`config.mk`:
```
export PLATFORM = sky130hd
export DESIGN_NAME = ext_bus_ctrl
export DESIGN_NICKNAME = d
export VERILOG_FILES = /design/src/rtl/ebc_pkg.sv /design/src/rtl/ebc_zone_cfg.sv /design/src/rtl/ebc_zone_map.sv /design/src/rtl/ebc_rdy_sync.sv /design/src/rtl/ebc_seq.sv /design/src/rtl/ext_bus_ctrl.sv
export SDC_FILE = /design/constraint.sdc
export NUM_CORES = 1
export LEC_CHECK = 0
export BUFFER_PORTS_ARGS = -buffer_cell sky130_fd_sc_hd__buf_2
export CAP_MARGIN = 20
export CORE_UTILIZATION = 25
export DETAILED_ROUTE_END_ITERATION = 16
export GPL_ROUTABILITY_DRIVEN = 0
export PLACE_DENSITY_LB_ADDON = 0.15
export REMOVE_ABC_BUFFERS = 1
export SLEW_MARGIN = 20
export SYNTH_ARGS = -nofsm -noshare
export SYNTH_HDL_FRONTEND = slang
export SYNTH_HIERARCHICAL = 1
export SYNTH_SLANG_ARGS = --single-unit
```
`constraint.sdc`:
```
create_clock -name clk -period 2.9 [get_ports clk]
set_input_delay 0.29 -clock clk [delete_from_list [all_inputs] [get_ports clk]]
set_output_delay 0.29 -clock clk [all_outputs]
set_load 0.02 [all_outputs]
```
`src/rtl/ebc_pkg.sv`:
```
// Shared definitions for the external bus controller.
// Assumes a single clock domain for every sub-block.
package ebc_pkg;

    // Sequencer states; HOLD means the bus is granted to an outside master.
    typedef enum logic [2:0] {
        ST_IDLE,
        ST_LEAD,
        ST_ACTIVE,
        ST_TRAIL,
        ST_HOLD
    } ebc_state_t;

    // Bit positions of the chip-select groups in a one-hot select vector.
    localparam int CSG_Z01 = 0;
    localparam int CSG_Z2  = 1;
    localparam int CSG_Z67 = 2;
    localparam int CSG_N   = 3;

endpackage

```
`src/rtl/ebc_zone_cfg.sv`:
```
// Per-zone phase timing storage plus the zone-7 enable bit.
// The timing entries are written one zone at a time, and reading is combinational by zone.
// The enable bit follows the strap only while reset is held.
module ebc_zone_cfg #(
    parameter int NZ      = 8,
    parameter int CW      = 4,
    parameter int DEF_CNT = 1,
    parameter int ZW      = $clog2(NZ)
) (
    input  logic          clk,
    input  logic          rst_n,
    input  logic          strap_mode,
    input  logic          wr_en,
    input  logic [ZW-1:0] wr_zone,
    input  logic [CW-1:0] wr_lead,
    input  logic [CW-1:0] wr_act,
    input  logic [CW-1:0] wr_trail,
    input  logic          mode_we,
    input  logic          mode_val,
    input  logic [ZW-1:0] rd_zone,
    output logic [CW-1:0] rd_lead,
    output logic [CW-1:0] rd_act,
    output logic [CW-1:0] rd_trail,
    output logic          mode_bit
);
    localparam int            TW    = 3 * CW;
    localparam logic [CW-1:0] DEF_V = CW'(DEF_CNT);

    logic [TW-1:0] tim_all [NZ];
    logic [TW-1:0] rd_sel;

    for (genvar g = 0; g < NZ; g++) begin : g_zone
        logic [TW-1:0] tim_q;
        // Hold the lead/active/trail counts of this zone.
        always_ff @(posedge clk) begin
            if (!rst_n)
                tim_q <= {DEF_V, DEF_V, DEF_V};
            else if (wr_en && (wr_zone == ZW'(g)))
                tim_q <= {wr_lead, wr_act, wr_trail};
        end
        assign tim_all[g] = tim_q;
    end

    // Look up the entry of the requested zone.
    always_comb begin
        rd_sel   = tim_all[rd_zone];
        rd_lead  = rd_sel[TW-1 -: CW];
        rd_act   = rd_sel[2*CW-1 -: CW];
        rd_trail = rd_sel[CW-1:0];
    end

    // Strap capture during reset, software overwrite afterwards.
    always_ff @(posedge clk) begin
        if (!rst_n)
            mode_bit <= strap_mode;
        else if (mode_we)
            mode_bit <= mode_val;
    end


    strap_ignored_chk: assert property (@(posedge clk) disable iff (!rst_n)
        !mode_we |=> $stable(mode_bit));

endmodule

```
`src/rtl/ebc_zone_map.sv`:
```
// Zone decoder: maps a zone number to a one-hot chip-select group.
// Zones without a group, and zone 7 while disabled, report a miss.
module ebc_zone_map #(
    parameter int ZW = 3
) (
    input  logic                     zone,
    input  logic [ZW-1:0]            zone_num,
    input  logic                     z7_en,
    output logic [ebc_pkg::CSG_N-1:0] cs_sel,
    output logic                     hit
);
    import ebc_pkg::*;

    // Decode the zone number into a group select.
    always_comb begin
        cs_sel = '0;
        case (zone_num)
            ZW'(0), ZW'(1): cs_sel[CSG_Z01] = zone;
            ZW'(2):         cs_sel[CSG_Z2]  = zone;
            ZW'(6):         cs_sel[CSG_Z67] = zone;
            ZW'(7):         cs_sel[CSG_Z67] = zone & z7_en;
            default:        cs_sel = '0;
        endcase
        hit = |cs_sel;
    end

endmodule

```
`src/rtl/ebc_rdy_sync.sv`:
```
// Multi-stage synchronizer for the external ready input.
// Assumes STAGES >= 1; the output lags the input by STAGES clocks.
module ebc_rdy_sync #(
    parameter int STAGES = 2
) (
    input  logic clk,
    input  logic rst_n,
    input  logic din,
    output logic dout
);
    logic [STAGES-1:0] sh_q;

    if (STAGES > 1) begin : g_chain
        // Shift the input through the flop chain.
        always_ff @(posedge clk) begin
            if (!rst_n) sh_q <= '0;
            else        sh_q <= {sh_q[STAGES-2:0], din};
        end
    end else begin : g_single
        // Single flop stage.
        always_ff @(posedge clk) begin
            if (!rst_n) sh_q <= '0;
            else        sh_q <= din;
        end
    end

    assign dout = sh_q[STAGES-1];

endmodule

```
`src/rtl/ebc_seq.sv`:
```
// Access sequencer: accepts one request at a time and walks it through
// the lead, active and trail phases. It stretches the active phase with ready and
// arbitrates bus hold. Timing is latched at acceptance, so later
// configuration writes do not disturb an access in flight.
module ebc_seq #(
    parameter int AW     = 16,
    parameter int DW     = 16,
    parameter int CW     = 4,
    parameter int STAGES = 2
) (
    input  logic                      clk,
    input  logic                      rst_n,
    input  logic                      req_valid,
    output logic                      req_ready,
    input  logic                      req_write,
    input  logic [AW-1:0]             req_addr,
    input  logic [DW-1:0]             req_wdata,
    input  logic [CW-1:0]             t_lead,
    input  logic [CW-1:0]             t_act,
    input  logic [CW-1:0]             t_trail,
    input  logic                      map_hit,
    input  logic [ebc_pkg::CSG_N-1:0] map_cs,
    input  logic                      rdy_async,
    input  logic                      rdy_direct,
    input  logic                      rdy_synced,
    output logic                      rsp_valid,
    output logic [DW-1:0]             rsp_rdata,
    input  logic                      bus_hold_n,
    output logic                      bus_holda_n,
    output logic [ebc_pkg::CSG_N-1:0] cs_n,
    output logic                      rd_n,
    output logic                      we_n,
    output logic                      rnw,
    output logic [AW-1:0]             addr,
    output logic [DW-1:0]             wdata,
    input  logic [DW-1:0]             rdata,
    output logic                      addr_oe,
    output logic                      data_oe,
    output logic                      ctl_oe
);
    import ebc_pkg::*;

    localparam int NW = $clog2((1 << CW) + STAGES + 1);

    ebc_state_t          state;
    logic [NW-1:0]       cnt;
    logic [AW-1:0]       addr_q;
    logic [DW-1:0]       wdata_q;
    logic                wr_q;
    logic                async_q;
    logic [CSG_N-1:0]    cs_q;
    logic [CW-1:0]       act_q;
    logic [CW-1:0]       trail_q;
    logic                busy;
    logic                rdy_sel;

    // Effective phase length: a zero setting behaves as one cycle.
    function automatic logic [NW-1:0] eff(input logic [CW-1:0] v);
        eff = (v == '0) ? NW'(1) : NW'(v);
    endfunction

    assign rdy_sel = async_q ? rdy_synced : rdy_direct;

    // Phase sequencing, request capture and read data return.
    always_ff @(posedge clk) begin
        if (!rst_n) begin
            state     <= ST_IDLE;
            cnt       <= '0;
            addr_q    <= '0;
            wdata_q   <= '0;
            wr_q      <= 1'b0;
            async_q   <= 1'b0;
            cs_q      <= '0;
            act_q     <= '0;
            trail_q   <= '0;
            rsp_valid <= 1'b0;
            rsp_rdata <= '0;
        end else begin
            rsp_valid <= 1'b0;
            case (state)
                ST_IDLE: begin
                    if (req_valid) begin
                        addr_q  <= req_addr;
                        wdata_q <= req_wdata;
                        wr_q    <= req_write;
                        async_q <= rdy_async;
                        cs_q    <= map_cs;
                        act_q   <= t_act;
                        trail_q <= t_trail;
                        if (map_hit) begin
                            state <= ST_LEAD;
                            cnt   <= eff(t_lead) - NW'(1);
                        end else if (!req_write) begin
                            rsp_valid <= 1'b1;
                            rsp_rdata <= '0;
                        end
                    end else if (!bus_hold_n) begin
                        state <= ST_HOLD;
                    end
                end
                ST_LEAD: begin
                    if (cnt == '0) begin
                        state <= ST_ACTIVE;
                        cnt   <= eff(act_q) - NW'(1) + (async_q ? NW'(STAGES) : NW'(0));
                    end else begin
                        cnt <= cnt - NW'(1);
                    end
                end
                ST_ACTIVE: begin
                    if (cnt != '0) begin
                        cnt <= cnt - NW'(1);
                    end else if (rdy_sel) begin
                        if (!wr_q) begin
                            rsp_valid <= 1'b1;
                            rsp_rdata <= rdata;
                        end
                        state <= ST_TRAIL;
                        cnt   <= eff(trail_q) - NW'(1);
                    end
                end
                ST_TRAIL: begin
                    if (cnt == '0) state <= ST_IDLE;
                    else           cnt   <= cnt - NW'(1);
                end
                ST_HOLD: begin
                    if (bus_hold_n) state <= ST_IDLE;
                end
                default: state <= ST_IDLE;
            endcase
        end
    end

    // Drive bus pins and enables from the phase state.
    always_comb begin
        busy        = (state == ST_LEAD) || (state == ST_ACTIVE) || (state == ST_TRAIL);
        cs_n        = busy ? ~cs_q : '1;
        rd_n        = !((state == ST_ACTIVE) && !wr_q);
        we_n        = !((state == ST_ACTIVE) && wr_q);
        rnw         = !(busy && wr_q);
        addr        = addr_q;
        wdata       = wdata_q;
        addr_oe     = (state != ST_HOLD);
        ctl_oe      = (state != ST_HOLD);
        data_oe     = busy && wr_q;
        req_ready   = (state == ST_IDLE);
        bus_holda_n = (state != ST_HOLD);
    end


    strobe_excl_chk: assert property (@(posedge clk) disable iff (!rst_n)
        !(!rd_n && !we_n));


    cs_onehot_chk: assert property (@(posedge clk) disable iff (!rst_n)
        $onehot0(~cs_n));


    strobe_in_cs_chk: assert property (@(posedge clk) disable iff (!rst_n)
        (!rd_n || !we_n) |-> (cs_n != '1));


    rnw_write_chk: assert property (@(posedge clk) disable iff (!rst_n)
        !we_n |-> !rnw);


    grant_idle_chk: assert property (@(posedge clk) disable iff (!rst_n)
        $fell(bus_holda_n) |-> ($past(!bus_hold_n) && $past(cs_n == '1) && $past(!req_valid)));


    hold_float_chk: assert property (@(posedge clk) disable iff (!rst_n)
        !bus_holda_n |-> (!ctl_oe && !addr_oe && !data_oe && !req_ready));


    release_chk: assert property (@(posedge clk) disable iff (!rst_n)
        (!bus_holda_n && bus_hold_n) |=> bus_holda_n);


    rsp_pulse_chk: assert property (@(posedge clk) disable iff (!rst_n)
        rsp_valid |=> !rsp_valid);

endmodule

```
`src/rtl/ext_bus_ctrl.sv`:
```
// Top level of the zoned external bus controller. It connects the timing
// store, the zone decoder, the ready synchronizer and the sequencer.
// Assumes bus_hold_n is already synchronous to clk.
module ext_bus_ctrl #(
    parameter int AW          = 16,
    parameter int DW          = 16,
    parameter int CW          = 4,
    parameter int NZ          = 8,
    parameter int SYNC_STAGES = 2,
    parameter int DEF_CNT     = 1,
    parameter int ZW          = $clog2(NZ)
) (
    input  logic          clk,
    input  logic          rst_n,
    input  logic          strap_mode,
    input  logic          cfg_we,
    input  logic [ZW-1:0] cfg_zone,
    input  logic [CW-1:0] cfg_lead,
    input  logic [CW-1:0] cfg_active,
    input  logic [CW-1:0] cfg_trail,
    input  logic          cfg_mode_we,
    input  logic          cfg_mode_val,
    input  logic          cfg_rdy_async,
    input  logic          req_valid,
    output logic          req_ready,
    input  logic          req_write,
    input  logic [ZW-1:0] req_zone,
    input  logic [AW-1:0] req_addr,
    input  logic [DW-1:0] req_wdata,
    output logic          rsp_valid,
    output logic [DW-1:0] rsp_rdata,
    input  logic          bus_hold_n,
    output logic          bus_holda_n,
    output logic          ext_cs01_n,
    output logic          ext_cs2_n,
    output logic          ext_cs67_n,
    output logic          ext_rd_n,
    output logic          ext_we_n,
    output logic          ext_rnw,
    output logic [AW-1:0] ext_addr,
    output logic [DW-1:0] ext_wdata,
    input  logic [DW-1:0] ext_rdata,
    input  logic          ext_ready,
    output logic          ext_addr_oe,
    output logic          ext_data_oe,
    output logic          ext_ctl_oe
);
    import ebc_pkg::*;

    logic [CW-1:0]    t_lead, t_act, t_trail;
    logic             z7_en;
    logic [CSG_N-1:0] map_cs;
    logic             map_hit;
    logic             rdy_synced;
    logic [CSG_N-1:0] cs_n;

    ebc_zone_cfg #(.NZ(NZ), .CW(CW), .DEF_CNT(DEF_CNT), .ZW(ZW)) u_cfg (
        .clk(clk), .rst_n(rst_n), .strap_mode(strap_mode),
        .wr_en(cfg_we), .wr_zone(cfg_zone), .wr_lead(cfg_lead),
        .wr_act(cfg_active), .wr_trail(cfg_trail),
        .mode_we(cfg_mode_we), .mode_val(cfg_mode_val),
        .rd_zone(req_zone), .rd_lead(t_lead), .rd_act(t_act),
        .rd_trail(t_trail), .mode_bit(z7_en)
    );

    ebc_zone_map #(.ZW(ZW)) u_map (
        .zone(1'b1), .zone_num(req_zone), .z7_en(z7_en),
        .cs_sel(map_cs), .hit(map_hit)
    );

    ebc_rdy_sync #(.STAGES(SYNC_STAGES)) u_rdy (
        .clk(clk), .rst_n(rst_n), .din(ext_ready), .dout(rdy_synced)
    );

    ebc_seq #(.AW(AW), .DW(DW), .CW(CW), .STAGES(SYNC_STAGES)) u_seq (
        .clk(clk), .rst_n(rst_n),
        .req_valid(req_valid), .req_ready(req_ready), .req_write(req_write),
        .req_addr(req_addr), .req_wdata(req_wdata),
        .t_lead(t_lead), .t_act(t_act), .t_trail(t_trail),
        .map_hit(map_hit), .map_cs(map_cs), .rdy_async(cfg_rdy_async),
        .rdy_direct(ext_ready), .rdy_synced(rdy_synced),
        .rsp_valid(rsp_valid), .rsp_rdata(rsp_rdata),
        .bus_hold_n(bus_hold_n), .bus_holda_n(bus_holda_n),
        .cs_n(cs_n), .rd_n(ext_rd_n), .we_n(ext_we_n), .rnw(ext_rnw),
        .addr(ext_addr), .wdata(ext_wdata), .rdata(ext_rdata),
        .addr_oe(ext_addr_oe), .data_oe(ext_data_oe), .ctl_oe(ext_ctl_oe)
    );

    assign ext_cs01_n = cs_n[CSG_Z01];
    assign ext_cs2_n  = cs_n[CSG_Z2];
    assign ext_cs67_n = cs_n[CSG_Z67];

endmodule

```
==> impl_metrics.yaml, run 1 <==
grt:
  grt_pass1_wl_um: 35500
  grt_pass1_vias: 6115
  grt_antenna_before_repair: 0
  grt_usage: 0.149
  gr-total-overflow: 0
  grt_max_degree: 66
synth:
  yosysWarnings: 6
  synth_edf_count: 1
  synth.largest_area_cell: "dfxtp_1"
  ys_types: 61
  dominantRegCellSynth: "dfxtp_1"
  syn_area_per_cell_um2: 8.51
  syn-cell-area_um2: 7710
  yosysTopAreaCellShare: 0.436
  ys_top_cells_by_area: "dfxtp_1, nand2_1, a21boi_0"
  async_flop_share: 0
  yosysSeqAreaShare: 0.440
  synthCells: 906
  synth-seq-cells: 169
die:
  initial_core_util: 0.257
  rows: 63
  die-area_um2: 31500
  die_y_um: 178
  num_io_pins: 137
  core_area_um2: 30000
  die_w_um: 178
critical_path:
  worst_path_largest_cell_delay_ps: 440
  cp_data_required_time_ps: 3190
  crit_chain: "inv_1, ha_1, nor2b_1, or2_2, ha_1, fa_1, a22o_1, a221oi_1, a211o_1, a21oi_1"
  setup.worst_path.start_class: "flip-flop"
  critical_path_class: "reg -> reg"
  worstPathMaxFanout: 4
  cp_common_cell: "ha_1"
  arrival_ps: 2950
  crit_slowest_cell: "fa_1"
  end_kind: "flip-flop"
sta:
  worstMarginPinSlew_ps: 796
  period_share: 0.919
  skew_ps: 14.7
  rsz0062_at_grt: "no"
  finalHoldViolCount: 0
  fmax_mhz: 375
  drv_slew: 0
  post-route-min-period_ps: 2660
  worst_hold_slack_ps: 78.1
  relSlewSlack: 0.467
  setup_viol: 0
finish:
  fill_cells: 3221
  layout_commonest_cell: "nand2_1"
  drive_gt1_frac: 0.237
  n_antenna_cell: 0
  final_area_um2: 9240
  layout_common_cells: "nand2_1, dfxtp_1, buf_2"
  area_growth_pct: 19.9
  nets: 1096
detailed_routing:
  wl_per_cell_um: 16.2
  drc: 0
  drt_pass1_iterations: 5
  vias: 6539
  antenna_left: 0
  drt_wl_total_um: 22900
  drt-initial-drc-count: 353
  via_per_inst: 4.63
clock_tree:
  cts_resized: 0
  post_cts_buffers: 0
  cts_buffers: 17
  cts_num_sinks: 169
  hold_buffers: 0
  clkTransAtPathRegs_ps: 70
  clkLatencyLatePin_ps: 440
  cts_max_level: 4
  root_buffer: "clkbuf_16"
  cts_tree: "yes"
  clk_path_buf_depth: 2
power_and_ir_drop:
  ir_worst_vdd_mv: 0.431
  leakage_nw: 3.58
  powerDensity_nw_per_um2: 611
run:
  cap_viol_max_count: 0
placement:
  port-buffer-count: 136
  hpwl_um: 14900
  dpl-instance-area_um2: 8670
run_status:
  outcome: "complete, no violations"
min_path:
  hold_class: "in -> reg"
[routing by layer]
| metal | vias to the layer above | GRT usage | routed length (µm) |
|---|---|---|---|
| li1 | 3262 | - | - |
| met1 | 3072 | 0.206 | 11100 |
| met2 | 187 | 0.233 | 10300 |
| met3 | 18 | 0.0291 | 1290 |
| met4 | 0 | 0.0417 | 236 |
| met5 | - | 0 | 0 |
[cells in the mapped netlist, types with 3 or more instances]
library cell	count
mux2_2	14
buf_2	20
nor2_1	8
and4bb_2	3
nor2b_1	5
buf_4	16
o21ai_0	3
mux4_2	24
nand2_1	319
nand3_1	44
o211ai_1	3
xnor2_1	4
nand4b_1	3
clkbuf_1	38
a21oi_1	73
dfxtp_1	168
a21boi_0	72
nor3_1	7
ha_1	8
and2_1	4
and4b_1	3
inv_1	17
[worst max-delay path, delay by kind of cell, from the launching register on]
kind / cells / cell delay, ps
buffers and inverters: 1 / 60
adders and majority gates: 3 / 840
AOI/OAI and AO/OA: 4 / 830
DFF: 1 / 380
and+or+nand+nor: 2 / 400
[worst paths after layout]
path,from,end,slack (ps),cells after the start
worst max-delay path,u_seq/act_q[2]$_SDFFE_PN0P_,u_seq/cnt[2]$_SDFFE_PN0P_,240,10
worst min-delay path,ext_ready,u_rdy/sh_q[0]$_SDFF_PN0_,80,2
worst max register to register,u_seq/act_q[2]$_SDFFE_PN0P_,u_seq/cnt[2]$_SDFFE_PN0P_,240,10
worst min register to register,u_rdy/sh_q[0]$_SDFF_PN0_,u_rdy/sh_q[1]$_SDFF_PN0_,430,1
[kinds of logic (layout without fill, tap and decap cells)]
group / after synthesis / after routing / synth area share
flops: 169 / 169 / 0.440
compound gates: 171 / 171 / 0.148
mux: 41 / 41 / 0.0953
other cells: 1 / 3 / 0.000487
simple gates: 414 / 414 / 0.234
buf+inv: 95 / 210 / 0.0593
xor+xnor: 6 / 6 / 0.00682
fa+ha+maj: 9 / 9 / 0.0156
[registers in the layout, summed over array words and instances, names as in the netlist, 2 cells and up]
signal,cells
u_seq/act_q,4
u_seq/trail_q,4
u_seq/wdata,16
u_rdy/sh_q,2
u_seq/addr,16
u_cfg/g_zone.tim_q,96
u_seq/rsp_rdata,16
u_seq/state,3
u_seq/cs_q,3
u_seq/cnt,5
[through the flow]
| step | cells | TNS, ps | power, mW | setup WS (ps) | util |
|---|---|---|---|---|---|
| 6_report | 1413 | 0 | 5.65 | 235 | 0.309 |
| 3_5_place_dp | 1381 | 0 | 3.47 | 232 | 0.290 |
| 5_1_grt | 1413 | 0 | 5.93 | 115 | 0.309 |
| 3_3_place_gp | 1381 | 0 | 3.47 | 305 | 0.290 |
| 2_1_floorplan | 831 | -2280 | 3.06 | -142 | - |
| 4_1_cts | 1413 | 0 | 5.74 | 258 | 0.309 |
[layout make-up]
type / instances / area (µm²) / share of cell area
multi-input combinational: 644 / 3860 / 0.418
sequential: 169 / 3390 / 0.367
timing repair buffer: 160 / 861 / 0.0931
tap: 390 / 488 / 0.0528
clock buffer: 18 / 429 / 0.0464
clock inverter: 14 / 139 / 0.0150
inverter: 18 / 67.6 / 0.00731
[power by group]
group / switching (mW) / total (mW) / internal, mW
clock network: 1.04 / 2.25 / 1.20
registers: 0.0686 / 2.50 / 2.43
logic: 0.576 / 0.903 / 0.328
total: 1.69 / 5.65 / 3.96
No activity file was read; power rests on OpenSTA's default activity.
==> run 2: changes to the inputs <==
--- a/config.mk
+++ b/config.mk
@@ -9,3 +9,3 @@
 export CAP_MARGIN = 20
-export CORE_UTILIZATION = 25
+export CORE_UTILIZATION = 40
 export DETAILED_ROUTE_END_ITERATION = 16
==> constraint.sdc (replaced) <==
create_clock -name clk -period 2.9 [get_ports clk]
set_input_delay 0.145 -clock clk [delete_from_list [all_inputs] [get_ports clk]]
set_output_delay 0.145 -clock clk [all_outputs]
set_load 0.02 [all_outputs]
==> impl_metrics.yaml, run 2 (synthesis results as in run 1) <==
finish:
  area_growth_pct: 23.7
  drive_gt1_frac: 0.218
  regArea_um2: 3390
  layout_common_cells: "nand2_1, dfxtp_1, buf_2"
  multiInputGateArea_um2: 3860
  layout_commonest_cell: "nand2_1"
  regMostFlops: "u_cfg/g_zone.tim_q"
  fin_cells: 1301
  nets: 1139
  final_area_um2: 9530
  largest_register_ffs: 96
  fill_cells: 1855
detailed_routing:
  wl_per_cell_um: 16.2
  antenna_left: 0
  vias: 6746
  drc: 0
  drt_wl_total_um: 21100
  via_per_inst: 5.19
  drt_pass1_iterations: 5
  drt-initial-drc-count: 365
grt:
  grt_pass1_wl_um: 33000
  gr-total-overflow: 0
  grt_pass1_vias: 6223
  grt_usage: 0.213
  grt_max_degree: 89
  grt_antenna_before_repair: 1
clock_tree:
  cts_resized: 0
  post_cts_buffers: 0
  root_buffer: "clkbuf_16"
  cts_buffers: 17
  clkTransAtPathRegs_ps: 70
  cts_max_level: 4
  clkLatencyLatePin_ps: 430
  cts_num_sinks: 169
  cts_tree: "yes"
  clk_path_buf_depth: 2
sta:
  skew_ps: 18.7
  relSlewSlack: 0.429
  layout_setup_ws_ps: 352
  rsz0062_at_grt: "no"
  fmax_mhz: 392
  drv_slew: 0
  finalHoldViolCount: 0
  worstMarginPinSlew_ps: 852
  post-route-min-period_ps: 2550
  period_share: 0.879
  setup_viol: 0
critical_path:
  setup.worst_path.start_class: "flip-flop"
  end_kind: "flip-flop"
  cp_data_required_time_ps: 3180
  reg2reg_from: "u_seq/act_q[2]$_SDFFE_PN0P_"
  cp_common_cell: "ha_1"
  critical_path_class: "reg -> reg"
  reg2reg_to: "u_seq/cnt[2]$_SDFFE_PN0P_"
  arrival_ps: 2830
  worst_path_largest_cell_delay_ps: 440
  worstPathMaxFanout: 4
  crit_family: "adder cells"
  crit_slowest_cell: "fa_1"
  crit_chain: "inv_1, ha_1, nor2b_1, or2_2, ha_1, fa_1, a22o_1, a221oi_1, a211o_1, a21oi_1"
  regToRegSetupSlack_ps: 350
  crit_buf_inv: 1
  reg2regPathDepth: 10
placement:
  port-buffer-count: 136
  pre_cts_ws_ps: 341
  dpl-instance-area_um2: 8410
  placed_cells_incl_taps: 1214
  hpwl_um: 13100
min_path:
  hold_class: "in -> reg"
  holdPathStages: 2
  min_to: "u_cfg/mode_bit$_DFFE_PP_"
  holdCritStartpoint: "strap_mode"
die:
  core_area_um2: 18800
  die_y_um: 141
  die_w_um: 141
  num_io_pins: 137
  die-area_um2: 19800
  initial_core_util: 0.411
  rows: 50
run:
  cap_viol_max_count: 0
power_and_ir_drop:
  powerDensity_nw_per_um2: 594
  ir_worst_vdd_mv: 0.365
  p_total_mw: 5.66
  leakage_nw: 3.77
run_status:
  outcome: "complete, no violations"
## run 2: changes by cell type in the layout (fill, tap and decap cells not counted), sizes merged
cell	change
inv	-4
clkinv	+3
dlygate4sd3	+54
buf	-11
clkbuf	+1
diode	+1
## run 2: power breakdown
part	switching, mW	internal, mW
Clock	0.972	1.26
Sequential	0.0731	2.43
Combinational	0.565	0.361
## run 2: final cells by class
cell class | instances | area share
Clock inverter | 13 | 0.0125
Inverter | 18 | 0.00709
Tap cell | 234 | 0.0307
Sequential cell | 169 | 0.356
Clock buffer | 19 | 0.0487
Timing Repair Buffer | 203 | 0.140
Multi-Input combinational cell | 644 | 0.405
Antenna cell | 1 | 0.000262
## run 2: routing by layer
| layer | routed length, µm | up-vias | track usage | share of wire |
|---|---|---|---|---|
| met2 | 10300 | 162 | 0.358 | 0.49 |
| li1 | - | 3356 | - | - |
| met4 | 304 | 0 | 0.0704 | 0.014 |
| met3 | 837 | 26 | 0.0397 | 0.040 |
| met5 | 0 | - | 0 | 0 |
| met1 | 9650 | 3202 | 0.276 | 0.46 |
## run 2: repair_timing
action | CTS | global route
hold endpoints to repair | 53 | 0
endpoints found under the setup margin | 0 | 0
hold buffers | 54 | 0
## run 2: worst max path at each step
stage	to	cells past startpoint	start	slack, ps
after floorplan	u_seq/rsp_rdata[0]$_SDFFE_PN0P_	5	u_seq/state[0]$_SDFFE_PN0P_	-140
after global placement	u_seq/cnt[2]$_SDFFE_PN0P_	10	u_seq/act_q[2]$_SDFFE_PN0P_	380
after detailed placement	u_seq/cnt[2]$_SDFFE_PN0P_	10	u_seq/act_q[2]$_SDFFE_PN0P_	340
after CTS	u_seq/cnt[2]$_SDFFE_PN0P_	10	u_seq/act_q[2]$_SDFFE_PN0P_	340
after global routing	u_seq/cnt[2]$_SDFFE_PN0P_	10	u_seq/act_q[2]$_SDFFE_PN0P_	150
final	u_seq/cnt[2]$_SDFFE_PN0P_	10	u_seq/act_q[2]$_SDFFE_PN0P_	350
## run 2: through the flow
stage | hold WS (ps) | util | setup TNS [ps]
3_5_place_dp | 392 | 0.448 | 0
6_report | 27.3 | 0.508 | 0
2_1_floorplan | 217 | - | -2280
4_1_cts | 10.6 | 0.508 | 0
5_1_grt | 18.6 | 0.508 | 0
3_3_place_gp | 388 | 0.448 | 0
==> run 3: changes to the inputs <==
Settings changed: ABC_AREA set to 1.
==> impl_metrics.yaml, run 3 <==
grt:
  grt_usage: 0.221
  grt_pass1_wl_um: 35400
  grt_antenna_before_repair: 0
  grt_max_degree: 105
  gr-total-overflow: 0
  grt_pass1_vias: 7048
die:
  core_area_um2: 19600
  initial_core_util: 0.410
  num_io_pins: 137
  rows: 51
  die_w_um: 144
  die_y_um: 144
  die-area_um2: 20700
clock_tree:
  cts_resized: 0
  cts_max_level: 4
  cts_num_sinks: 169
  root_buffer: "clkbuf_16"
  clk_path_buf_depth: 2
  cts_buffers: 17
  clkTransAtPathRegs_ps: 70
  cts_tree: "yes"
  clkLatencyLatePin_ps: 440
  post_cts_buffers: 0
  hold_buffers: 52
critical_path:
  arrival_ps: 1960
  critical_path_class: "reg -> out"
  worst_path_largest_cell_delay_ps: 500
  reg2reg_from: "u_seq/act_q[2]$_SDFFE_PN0P_"
  endpoint: "ext_cs01_n"
  cp_data_required_time_ps: 2760
  reg2reg_to: "u_seq/cnt[2]$_SDFFE_PN0P_"
  crit_chain: "o21ai_1, inv_1, nand2_1, buf_2"
  crit_slowest_cell: "o21ai_1"
  regToRegSetupSlack_ps: 840
  end_kind: "primary output"
  worstPathMaxFanout: 8
  crit_path_start: "u_seq/state[1]$_SDFFE_PN0P_"
  reg2regPathDepth: 12
  setup.worst_path.start_class: "flip-flop"
detailed_routing:
  top_layer: "met4"
  wl_per_cell_um: 13.3
  routed-wl-met3_um: 700
  vias: 7762
  via_per_inst: 4.69
  drt_pass1_iterations: 5
  dr_wl_met2_um: 10600
  drc: 0
  drt-initial-drc-count: 438
  route.layer.met1.wl_um: 10500
  drt_wl_total_um: 22100
  antenna_left: 0
sta:
  fmax_mhz: 476
  post-route-min-period_ps: 2100
  worstMarginPinSlew_ps: 893
  setup_viol: 0
  period_share: 0.724
  skew_ps: 11.9
  drv_slew: 0
  tns_ps: 0
  finalHoldViolCount: 0
  rsz0062_at_grt: "no"
  relSlewSlack: 0.405
synth:
  yosysTopAreaCellShare: 0.419
  async_flop_share: 0
  synthCells: 1226
  synth_most_common_cell: "nand2_1"
  yosysSeqAreaShare: 0.422
  dominantRegCellSynth: "dfxtp_1"
  yosysWarnings: 6
  synthTopCellsByCount: "nand2_1, nor2_1, dfxtp_1, inv_1, o21ai_0"
  syn-cell-area_um2: 8030
  synth_edf_count: 1
  ys_top_cells_by_area: "dfxtp_1, nand2_1, nor2_1"
  syn_area_per_cell_um2: 6.55
  synth.largest_area_cell: "dfxtp_1"
  ys_types: 33
  synth-seq-cells: 169
finish:
  layout_commonest_cell: "nand2_1"
  final_area_um2: 9900
  drive_gt1_frac: 0.154
  regMostFlops: "u_cfg/g_zone.tim_q"
  multiInputGateArea_um2: 3670
  nets: 1463
  n_antenna_cell: 0
  fill_cells: 2057
  area_growth_pct: 23.2
  regArea_um2: 3390
  largest_register_ffs: 96
  post-route-util: 0.505
  fin_cells: 1655
  layout_common_cells: "nand2_1, nor2_1, dfxtp_1"
min_path:
  holdCritStartpoint: "req_valid"
  hold_class: "in -> reg"
placement:
  hpwl_um: 13800
  port-buffer-count: 136
  placed_cells_incl_taps: 1571
  dpl-instance-area_um2: 8780
power_and_ir_drop:
  leakage_nw: 4.81
  ir_worst_vdd_mv: 0.421
  p_total_mw: 7.59
  powerDensity_nw_per_um2: 767
run_status:
  outcome: "complete, no violations"
run:
  cap_viol_max_count: 0
-- run 3: where the power goes --
group	leakage, nW	internal [mW]	switching [mW]	total, mW
clock network	0.292	1.17	1.13	2.30
logic	3.14	0.825	1.65	2.47
registers	1.38	2.64	0.177	2.82
-- run 3: logic make-up (layout without fill, tap and decap cells) --
logic type / Yosys count / after routing / synth area share
AO/OA/AOI/OAI: 169 / 169 / 0.108
XOR/XNOR: 5 / 5 / 0.00545
adder cells (fa/ha/maj): 9 / 9 / 0.0150
flip-flops: 169 / 169 / 0.422
AND/OR/NAND/NOR: 647 / 647 / 0.326
buffers and inverters: 225 / 387 / 0.121
other: 1 / 3 / 0.000467
multiplexers: 1 / 1 / 0.00140
-- run 3: layout make-up --
class / count / area share
clock buffer: 17 / 0.0430
clock inverter: 15 / 0.0174
inverter: 156 / 0.0594
multi-input combinational: 834 / 0.371
sequential: 169 / 0.343
tap: 265 / 0.0335
timing repair buffer: 199 / 0.132
-- run 3: critical path, delay by kind of cell, from the launching register on --
kind / cells / cell delay, ps
simple gates: 1 / 120
buf+inv: 2 / 490
compound gates: 1 / 500
flops: 1 / 400
-- run 3: per-stage QoR --
stage	setup slack, ps	hold WS [ps]
finish	799	27.1
detailed placement	768	351
global route	666	27.4
floorplan	1060	229
CTS	723	8.93
global placement	833	350
-- run 3: routing by layer --
metal  vias to the layer above  GRT usage
li1                       4085          -
met1                      3518      0.283
met2                       146      0.375
met3                        13     0.0390
met4                         0     0.0733
met5                         -          0
-- run 3: worst min-delay path by stage --
stage	end	slack [ps]	cells past startpoint
floorplan	u_cfg/g_zone[3].tim_q[0]$_SDFFE_PN1P_	230	1
global placement	u_rdy/sh_q[0]$_SDFF_PN0_	350	3
detailed placement	u_rdy/sh_q[0]$_SDFF_PN0_	350	3
CTS	u_seq/state[2]$_SDFFE_PN0P_	9	4
global route	u_cfg/mode_bit$_DFFE_PP_	30	2
finish	u_seq/state[2]$_SDFFE_PN0P_	30	4
